**src/rtl/tbase_pkg.sv**
```systemverilog
package tbase_pkg;

  // Count source selected by the mode input
  typedef enum logic {
    SRC_PIN_CLOCK  = 1'b0,
    SRC_GATED_TICK = 1'b1
  } src_sel_e;

endpackage

```
**src/rtl/tbase_rst_sync.sv**
```systemverilog
module tbase_rst_sync #(
  parameter int STAGES = 2
) (
  input  logic clk,
  input  logic rst_n,
  output logic rst_s_n
);

  logic [STAGES-1:0] sh_q;
  logic [STAGES-1:0] sh_d;

  always_comb begin
    sh_d = {sh_q[STAGES-2:0], 1'b1};
  end

  always_ff @(posedge clk or negedge rst_n) begin
    if (!rst_n) begin
      sh_q <= '0;
    end else begin
      sh_q <= sh_d;
    end
  end

  assign rst_s_n = sh_q[STAGES-1];

endmodule

```
**src/rtl/tbase_pin_filter.sv**
```systemverilog
module tbase_pin_filter #(
  parameter int SYNC_STAGES = 2,
  parameter int FILT_LEN    = 3
) (
  input  logic clk,
  input  logic rst_n,
  input  logic pin_i,
  output logic lvl_sync_o,
  output logic lvl_flt_o,
  output logic rise_o
);

  localparam int RUN_W = $clog2(FILT_LEN + 1);
  localparam logic [RUN_W-1:0] RUN_LAST = RUN_W'(FILT_LEN - 1);

  logic [SYNC_STAGES-1:0] sync_q;
  logic                   flt_q, flt_d;
  logic [RUN_W-1:0]       run_q, run_d;
  logic                   rise_q, rise_d;
  logic                   lvl;

  assign lvl = sync_q[SYNC_STAGES-1];

  // Accept a new level once it has differed from the held one for FILT_LEN clocks
  always_comb begin
    flt_d  = flt_q;
    run_d  = '0;
    rise_d = 1'b0;
    if (lvl != flt_q) begin
      if (run_q == RUN_LAST) begin
        flt_d  = lvl;
        rise_d = lvl;
      end else begin
        run_d = run_q + 1'b1;
      end
    end
  end

  always_ff @(posedge clk or negedge rst_n) begin
    if (!rst_n) begin
      sync_q <= '0;
      flt_q  <= 1'b0;
      run_q  <= '0;
      rise_q <= 1'b0;
    end else begin
      sync_q <= {sync_q[SYNC_STAGES-2:0], pin_i};
      flt_q  <= flt_d;
      run_q  <= run_d;
      rise_q <= rise_d;
    end
  end

  assign lvl_sync_o = lvl;
  assign lvl_flt_o  = flt_q;
  assign rise_o     = rise_q;

endmodule

```
**src/rtl/tbase_tick_div.sv**
```systemverilog
module tbase_tick_div #(
  parameter int DIV = 8
) (
  input  logic clk,
  input  logic rst_n,
  input  logic en_i,
  output logic tick_o
);

  localparam int DIV_W = $clog2(DIV);
  localparam logic [DIV_W-1:0] DIV_LAST = DIV_W'(DIV - 1);

  logic [DIV_W-1:0] cnt_q, cnt_d;
  logic             wrap;

  assign wrap = (cnt_q == DIV_LAST);

  always_comb begin
    cnt_d = cnt_q;
    if (en_i) begin
      cnt_d = wrap ? '0 : cnt_q + 1'b1;
    end
  end

  always_ff @(posedge clk or negedge rst_n) begin
    if (!rst_n) begin
      cnt_q <= '0;
    end else begin
      cnt_q <= cnt_d;
    end
  end

  assign tick_o = en_i && wrap;

endmodule

```
**src/rtl/tbase_prescaler.sv**
```systemverilog
module tbase_prescaler #(
  parameter int SEL_W = 2
) (
  input  logic             clk,
  input  logic             rst_n,
  input  logic             en_i,
  input  logic             ev_i,
  input  logic [SEL_W-1:0] sel_i,
  output logic             ev_o
);

  localparam int PC_W = (1 << SEL_W) - 1;

  logic [PC_W-1:0] pcnt_q, pcnt_d;
  logic [PC_W-1:0] lim_q, lim_d;
  logic [PC_W-1:0] lim_new;
  logic            step, term;

  // Terminal value for code k is 2^k - 1
  always_comb begin
    lim_new = '0;
    for (int i = 0; i < PC_W; i++) begin
      lim_new[i] = (i < int'(sel_i));
    end
  end

  assign step = en_i && ev_i;
  assign term = (pcnt_q == lim_q);

  always_comb begin
    pcnt_d = pcnt_q;
    lim_d  = lim_q;
    if (step) begin
      if (term) begin
        pcnt_d = '0;
        lim_d  = lim_new;
      end else begin
        pcnt_d = pcnt_q + 1'b1;
      end
    end
  end

  always_ff @(posedge clk or negedge rst_n) begin
    if (!rst_n) begin
      pcnt_q <= '0;
      lim_q  <= '0;
    end else begin
      pcnt_q <= pcnt_d;
      lim_q  <= lim_d;
    end
  end

  assign ev_o = step && term;

endmodule

```
**src/rtl/tbase_counter.sv**
```systemverilog
module tbase_counter
  import tbase_pkg::*;
#(
  parameter int CNT_W       = 16,
  parameter int SEL_W       = 2,
  parameter int GATE_DIV    = 8,
  parameter int SYNC_STAGES = 2,
  parameter int FILT_LEN    = 3
) (
  input  logic             clk,
  input  logic             rst_n,
  input  logic             ext_pin,
  input  logic             gate_mode,
  input  logic [SEL_W-1:0] pre_sel,
  input  logic             stop_req,
  output logic [CNT_W-1:0] count_o,
  output logic             stopped_o
);

  logic             rst_s_n;
  logic             run;
  logic             lvl_sync, flt_lvl, pin_rise;
  logic             gate_tick;
  logic             src_ev, cnt_ev;
  logic [CNT_W-1:0] count_q, count_d;
  logic             stopped_q, stopped_d;

  tbase_rst_sync #(.STAGES(2)) u_rst (
    .clk     (clk),
    .rst_n   (rst_n),
    .rst_s_n (rst_s_n)
  );

  assign run = !stop_req;

  tbase_pin_filter #(
    .SYNC_STAGES (SYNC_STAGES),
    .FILT_LEN    (FILT_LEN)
  ) u_filt (
    .clk        (clk),
    .rst_n      (rst_s_n),
    .pin_i      (ext_pin),
    .lvl_sync_o (lvl_sync),
    .lvl_flt_o  (flt_lvl),
    .rise_o     (pin_rise)
  );

  tbase_tick_div #(.DIV(GATE_DIV)) u_div (
    .clk    (clk),
    .rst_n  (rst_s_n),
    .en_i   (run),
    .tick_o (gate_tick)
  );

  always_comb begin
    case (src_sel_e'(gate_mode))
      SRC_GATED_TICK: src_ev = gate_tick && lvl_sync;
      default:        src_ev = pin_rise;
    endcase
  end

  tbase_prescaler #(.SEL_W(SEL_W)) u_pre (
    .clk   (clk),
    .rst_n (rst_s_n),
    .en_i  (run),
    .ev_i  (src_ev),
    .sel_i (pre_sel),
    .ev_o  (cnt_ev)
  );

  always_comb begin
    count_d   = cnt_ev ? count_q + 1'b1 : count_q;
    stopped_d = stop_req;
  end

  always_ff @(posedge clk or negedge rst_s_n) begin
    if (!rst_s_n) begin
      count_q   <= '0;
      stopped_q <= 1'b0;
    end else begin
      count_q   <= count_d;
      stopped_q <= stopped_d;
    end
  end

  assign count_o   = count_q;
  assign stopped_o = stopped_q;

endmodule

```
**config.mk**
```make
export PLATFORM = sky130hd
export DESIGN_NAME = tbase_counter
export DESIGN_NICKNAME = d
export VERILOG_FILES = /design/src/rtl/tbase_pkg.sv /design/src/rtl/tbase_rst_sync.sv /design/src/rtl/tbase_pin_filter.sv /design/src/rtl/tbase_tick_div.sv /design/src/rtl/tbase_prescaler.sv /design/src/rtl/tbase_counter.sv
export SDC_FILE = /design/constraint.sdc
export NUM_CORES = 1
export LEC_CHECK = 0
export BUFFER_PORTS_ARGS = -buffer_cell sky130_fd_sc_hd__clkbuf_2
export CORE_MARGIN = 3
export CORE_UTILIZATION = 50
export DETAILED_ROUTE_END_ITERATION = 10
export PLACE_DENSITY = 0.78
export SLEW_MARGIN = 20
export SYNTH_ARGS = -nofsm -noshare
export SYNTH_HDL_FRONTEND = slang
export SYNTH_HIERARCHICAL = 1
export SYNTH_SLANG_ARGS = --single-unit
```
**constraint.sdc**
```tcl
create_clock -name clk -period 3.67 [get_ports clk]
set_clock_uncertainty 0.2 [all_clocks]
set_input_delay 0.1835 -clock clk [delete_from_list [all_inputs] [get_ports clk]]
set_output_delay 0.1835 -clock clk [all_outputs]
set_load 0.005 [all_outputs]
```
; ---- Yosys cells after proc, flatten, opt, wreduce, memory -nomap -nowiden
; Index checks and enable logic that the tools add are counted.
[totals]
ff_bits = 34
in_bits = 7
word_cells = 35
output_inout_bits = 17
[classes]
muxes = 7
reduce_logical = 7
magnitude_cmp = 3
n_eq_ne = 4
add_sub_neg = 4
[ops]
columns = op, count
row1 = "adder 16 x 1 -> 16 bit, second input constant", 1
row2 = "adder 3 x 1 -> 3 bit, second input constant", 2
row3 = two-way mux 3 bit, 2
row4 = logical AND 1 bit, 4
row5 = "< comparator 1 x 2 -> 1 bit, first input constant", 2
row6 = two-way mux 2 bit, 2
row7 = AND reduction 2 bit, 2
row8 = == test 3 bit, 1
row9 = "== test 3 bit, second input constant", 1
row10 = two-way mux 1 bit, 3
row11 = "adder 2 x 1 -> 2 bit, second input constant", 1
row12 = "== test 2 bit, second input constant", 1
row13 = "< comparator 2 bit, first input constant", 1
row14 = zero test 1 bit, 1
row15 = != test 1 bit, 1

; ---- Longest topological paths before layout
[logic_depth]
depth_word = 6
mapped_depth = 10
depth_no_buf = 10

; ---- Modules after synthesis
; The synthesis kept the hierarchy.
[modules_own_cells]
columns = module, cells_each, n_inst, area_each_um2
row1 = tbase_counter, 64, 1, 752.0
row2 = tbase_prescaler, 29, 1, 320.3
row3 = tbase_pin_filter, 12, 1, 207.7
row4 = tbase_tick_div, 10, 1, 146.4
row5 = tbase_rst_sync, 3, 1, 53.8

; ---- Worst setup path before layout
; Ideal clock, no wire load.
[synth_timing]
path_type = reg2reg
startpoint = reg u_div.cnt_q[0]
endpoint = reg count_q[11], in the netlist count_o[11]
t_required_ns = 3.391
setup_ns = 0.079
n_path_buf = 0
setup_slack_ns = 0.965
arrival_time_ns = 2.426
path_stages_with_launch = 11
path_cell_list = dfrtp_1 ha_1 ha_1 and2_2 nand3_1 o21ai_0 nand2_2 nor4_4 nand4_4 nor4_1 xor2_1
[synth_via]
elab_chain_cells = 6
[synth_lines]
columns = item, line_no
row1 = "start, declared", tbase_tick_div.sv:13  ; logic [DIV_W-1:0] cnt_q, cnt_d;
row2 = "start signal, assigned", tbase_tick_div.sv:29  ; cnt_q <= cnt_d;
row3 = == test 3 bit, tbase_tick_div.sv:16  ; assign wrap = (cnt_q == DIV_LAST);
row4 = logical AND 1 bit, tbase_tick_div.sv:33  ; assign tick_o = en_i && wrap;
row5 = net gate_tick, tbase_counter.sv:23  ; logic gate_tick;
row6 = logical AND 1 bit, tbase_counter.sv:57  ; SRC_GATED_TICK: src_ev = gate_tick && lvl_sync;
row7 = two-way mux 1 bit, tbase_counter.sv:56  ; case (src_sel_e'(gate_mode))
row8 = net src_ev, tbase_counter.sv:24  ; logic src_ev, cnt_ev;
row9 = logical AND 1 bit, tbase_prescaler.sv:27  ; assign step = en_i && ev_i;
row10 = logical AND 1 bit, tbase_prescaler.sv:53  ; assign ev_o = step && term;
row11 = net cnt_ev, tbase_counter.sv:24
row12 = "end signal, assigned", tbase_counter.sv:81  ; count_q <= count_d;
row13 = "end, declared", tbase_counter.sv:25  ; logic [CNT_W-1:0] count_q, count_d;
; The timed path passes the listed nets, and every way through them passes these cells.
; A chain may end at the register's enable or synchronous reset.

; ---- Worst setup path after layout
[layout_timing]
startpoint = in stop_req
endpoint = reg count_q[15], in the netlist count_o[15]
[layout_via]
elab_chain_cells = 6
[layout_lines]
columns = item, line_no
row1 = "start, declared", tbase_counter.sv:15  ; input logic stop_req,
row2 = zero test 1 bit, tbase_counter.sv:34  ; assign run = !stop_req;
row3 = net run, tbase_counter.sv:21  ; logic run;
row4 = logical AND 1 bit, tbase_tick_div.sv:33
row5 = net gate_tick, tbase_counter.sv:23
row6 = logical AND 1 bit, tbase_counter.sv:57
row7 = two-way mux 1 bit, tbase_counter.sv:56
row8 = net src_ev, tbase_counter.sv:24
row9 = logical AND 1 bit, tbase_prescaler.sv:27
row10 = logical AND 1 bit, tbase_prescaler.sv:53
row11 = net cnt_ev, tbase_counter.sv:24
; The timed path passes the listed nets, and every way through them passes these cells.

==> summary.txt <==
Run status
  – Status: finished clean

Synthesis
  – Mapped Avg Cell Area: 12.5 um2
  – Area of the mapped netlist: 1480 um2
  – Ys flop type: dfrtp_1
  – Fraction of registers with async set/reset: 100%
  – #FFs+latches synth: 34
  – Cell count after synthesis: 118
  – Dominant cell type by area after synthesis: dfrtp_1
  – Top cell type's share of synthesized area: 57.5%
  – EDFF count, synth: 0
  – Seq/Total Area, Yosys: 57.5%
  – Synth Net Count: 129
  – Top cells by area, synth: dfrtp_1 (57%), xor2_1 (8.3%), ha_1 (3.4%), nor4_1 (3.0%), xnor2_1 (3.0%)
  – Synth Warn #: 6
  – Synth unique cells: 27

Floorplanning
  – Initial Util: 53.2%
  – Die X: 60.4 um
  – Core area: 2780 um2
  – I/O Pins: 24
  – Die extent in y: 60.4 um
  – Die area: 3650 um2
  – Cell row count: 19

Placed design
  – Input/output buffers: 23
  – DP HPWL: 1920 um
  – Placed cells: 174
  – GPL Wtd Cong: 0.827
  – Place WS: 0.955 ns

Clock network
  – H-tree levels: 2
  – CTS tree: done
  – Longest Clk Path Bufs: 2
  – Inserted Clock Buffers: 5
  – CTS clk-pin slew, worst paths: 0.11 ns
  – CTS Root Cell: clkbuf_4
  – Skew-Pair Late Insertion Delay: 0.33 ns
  – Postcts setup bufs: 0
  – CTS resizes: 0
  – CTS Sinks: 34

Power
  – Internal power: 0.000654 W
  – Tot Pwr: 0.000899 W
  – Pwr dens: 500 nW/um2
  – P_leak: 0.912 nW
  – Clk network pwr share: 29.7%
  – NetSw: 0.000245 W
  – Flop pwr share: 53.2%
  – Worst IR drop on VDD: 404 uV
  – Comb pwr share: 17.0%
  – Sw Share: 27.3%

Worst setup path
  – Worst reg2reg setup slack: 0.90 ns
  – Crit path buffers/inverters: 3
  – CP cell instances: dlygate4sd3_1, clkbuf_2, inv_1, and2_2, nand3_1, o21ai_0, nand2_2, nor4_4, nand4_4, nor4_1, xor2_1
  – Crit end category: flip-flop
  – Crit path max fanout: 9
  – Worst path depth: 11
  – Worst path max stage delay: 0.53 ns
  – Kind of critical path: input port to flip-flop
  – Reg-to-reg startpoint: u_div/cnt_q[0]
  – Worst EP required: 3.73 ns
  – R2r worst-path depth: 10
  – CP arrival: 2.89 ns
  – R2R Path End: count_o[15]
  – Top delay family on crit path: simple AND/OR/NAND/NOR gates
  – Startpoint type of the worst setup path: input port
  – Slowest cell on the critical path: dlygate4sd3_1

Route
  – Post-DRT Antenna Nets: 0
  – Met1 wire length: 1270 um
  – Final wirelength: 2760 um
  – DR vias/cell: 5.33
  – Met2 WL: 1330 um
  – Initial drt markers: 34
  – Met3 wire length: 94 um
  – Max Used Layer: met4
  – Drt pass-1 iters: 4
  – DRC viols: 0
  – DR vias: 1007
  – WL per Instance: 14.6 um

Timing
  – Fmax: 353 MHz
  – Period utilisation layout: 77.1%
  – Setup WS post-layout: 0.840 ns
  – Crit path time final: 2.83 ns
  – Final slew viol count: 0
  – Unrepaired setup endpoints after global routing: false
  – Endpoints failing setup: 0
  – Fin. Hold Viols: 0
  – Setup TNS: 0 ns

Job
  – Max-cap violations: 0

GRT
  – Overall Global Routing Usage: 17.2%
  – Initial antenna violation count: 0
  – Largest net degree at the start of global routing: 33
  – Vias in the first global route: 955
  – Congestion Overflow GR: 0
  – First-pass GRT wire length: 4490 um

Finish
  – Antenna Cells: 0
  – Most common cell after layout, fill and taps aside: dfrtp_1
  – Share of cells above drive strength 1: 28.5%
  – Nets: 168
  – Layout fillers: 234
  – Commonest cells after routing, fill and taps aside: dfrtp_1 (34), clkbuf_2 (23), xor2_1 (14)
  – Post-route insts no fill: 189
  – Area Overhead vs Synth: 21.4%

Min path
  – Worst min path class: flip-flop to asynchronous set/reset pin
sequential cells by signal, indices dropped and copies added (netlist names), 2 cells and up:
| name | count |
|---|---|
| count_o | 16 |
| u_div/cnt_q | 3 |
| u_pre/lim_q | 3 |
| u_pre/pcnt_q | 3 |
| u_filt/run_q | 2 |
| u_filt/sync_q | 2 |
| u_rst/sh_q | 2 |
power groups by stage:
stage          Sequential (W)  Clock (W)  Combinational, W
2_1_floorplan        0.000480          0          0.000116
3_5_place_dp         0.000487          0          0.000149
5_1_grt              0.000487   0.000288          0.000179
3_3_place_gp         0.000481          0          0.000142
4_1_cts              0.000479   0.000274          0.000156
6_report             0.000479   0.000267          0.000153
stage by stage:
| stage | area [um2] | util, % | hold WS [ns] |
|---|---|---|---|
| after detailed placement | 1650 | 59.3 | -0.230 |
| after global routing | 1800 | 64.6 | 0.115 |
| final | 1800 | 64.6 | 0.0573 |
| after global placement | 1650 | 59.3 | -0.231 |
| after CTS | 1800 | 64.6 | 0.0819 |
| after floorplan | 1480 | - | -0.312 |
cell type report:
class | instances | area, um2 | area share [%]
sequential | 34 | 851 | 47.4
multi-input combinational | 79 | 611 | 34.0
timing repair buffer | 32 | 200 | 11.1
clock inverter | 3 | 40.0 | 2.23
tap | 31 | 38.8 | 2.16
clock buffer | 5 | 37.5 | 2.09
inverter | 5 | 18.8 | 1.04
Yosys cell counts, types with 2 or more instances:
master / number
nand4_1: 4
nor3_1: 4
o21ai_0: 3
inv_1: 5
nor2_1: 4
mux2_2: 3
ha_1: 4
nand2_1: 8
xnor2_1: 5
nor4_1: 7
xor2_1: 14
nor3b_1: 2
mux2i_1: 3
mux2_4: 2
dfrtp_1: 34
nand3_1: 5
kinds of logic after synthesis:
kind of cell / share of synthesized area (%)
AOI/OAI and AO/OA: 1.44
xor gates and xnor gates: 11.2
adders and majority gates: 3.38
buffers and inverters: 1.27
DFF: 57.5
muxes: 6.34
other: 0.253
and+or+nand+nor: 18.6
repair_timing:
action,4_1_cts,5_1_grt
setup endpoints to repair,0,0
endpoints found under the hold margin,7,0
hold buffers,7,0
per-layer routing:
metal,vias up,track usage [%]
met2,19,24.7
met4,0,9.29
li1,495,-
met3,7,4.89
met5,-,0
met1,486,23.6
worst max-delay path by stage:
stage | startpoint | to | slack (ns)
floorplan | u_div/cnt_q[0] | count_o[11] | 0.96
detailed placement | u_div/cnt_q[0] | count_o[15] | 0.95
finish | stop_req | count_o[15] | 0.84
global placement | u_div/cnt_q[0] | count_o[15] | 1.06
CTS | stop_req | count_o[15] | 0.83
global route | stop_req | count_o[15] | 0.65
No activity file was read; power rests on OpenSTA's default activity.
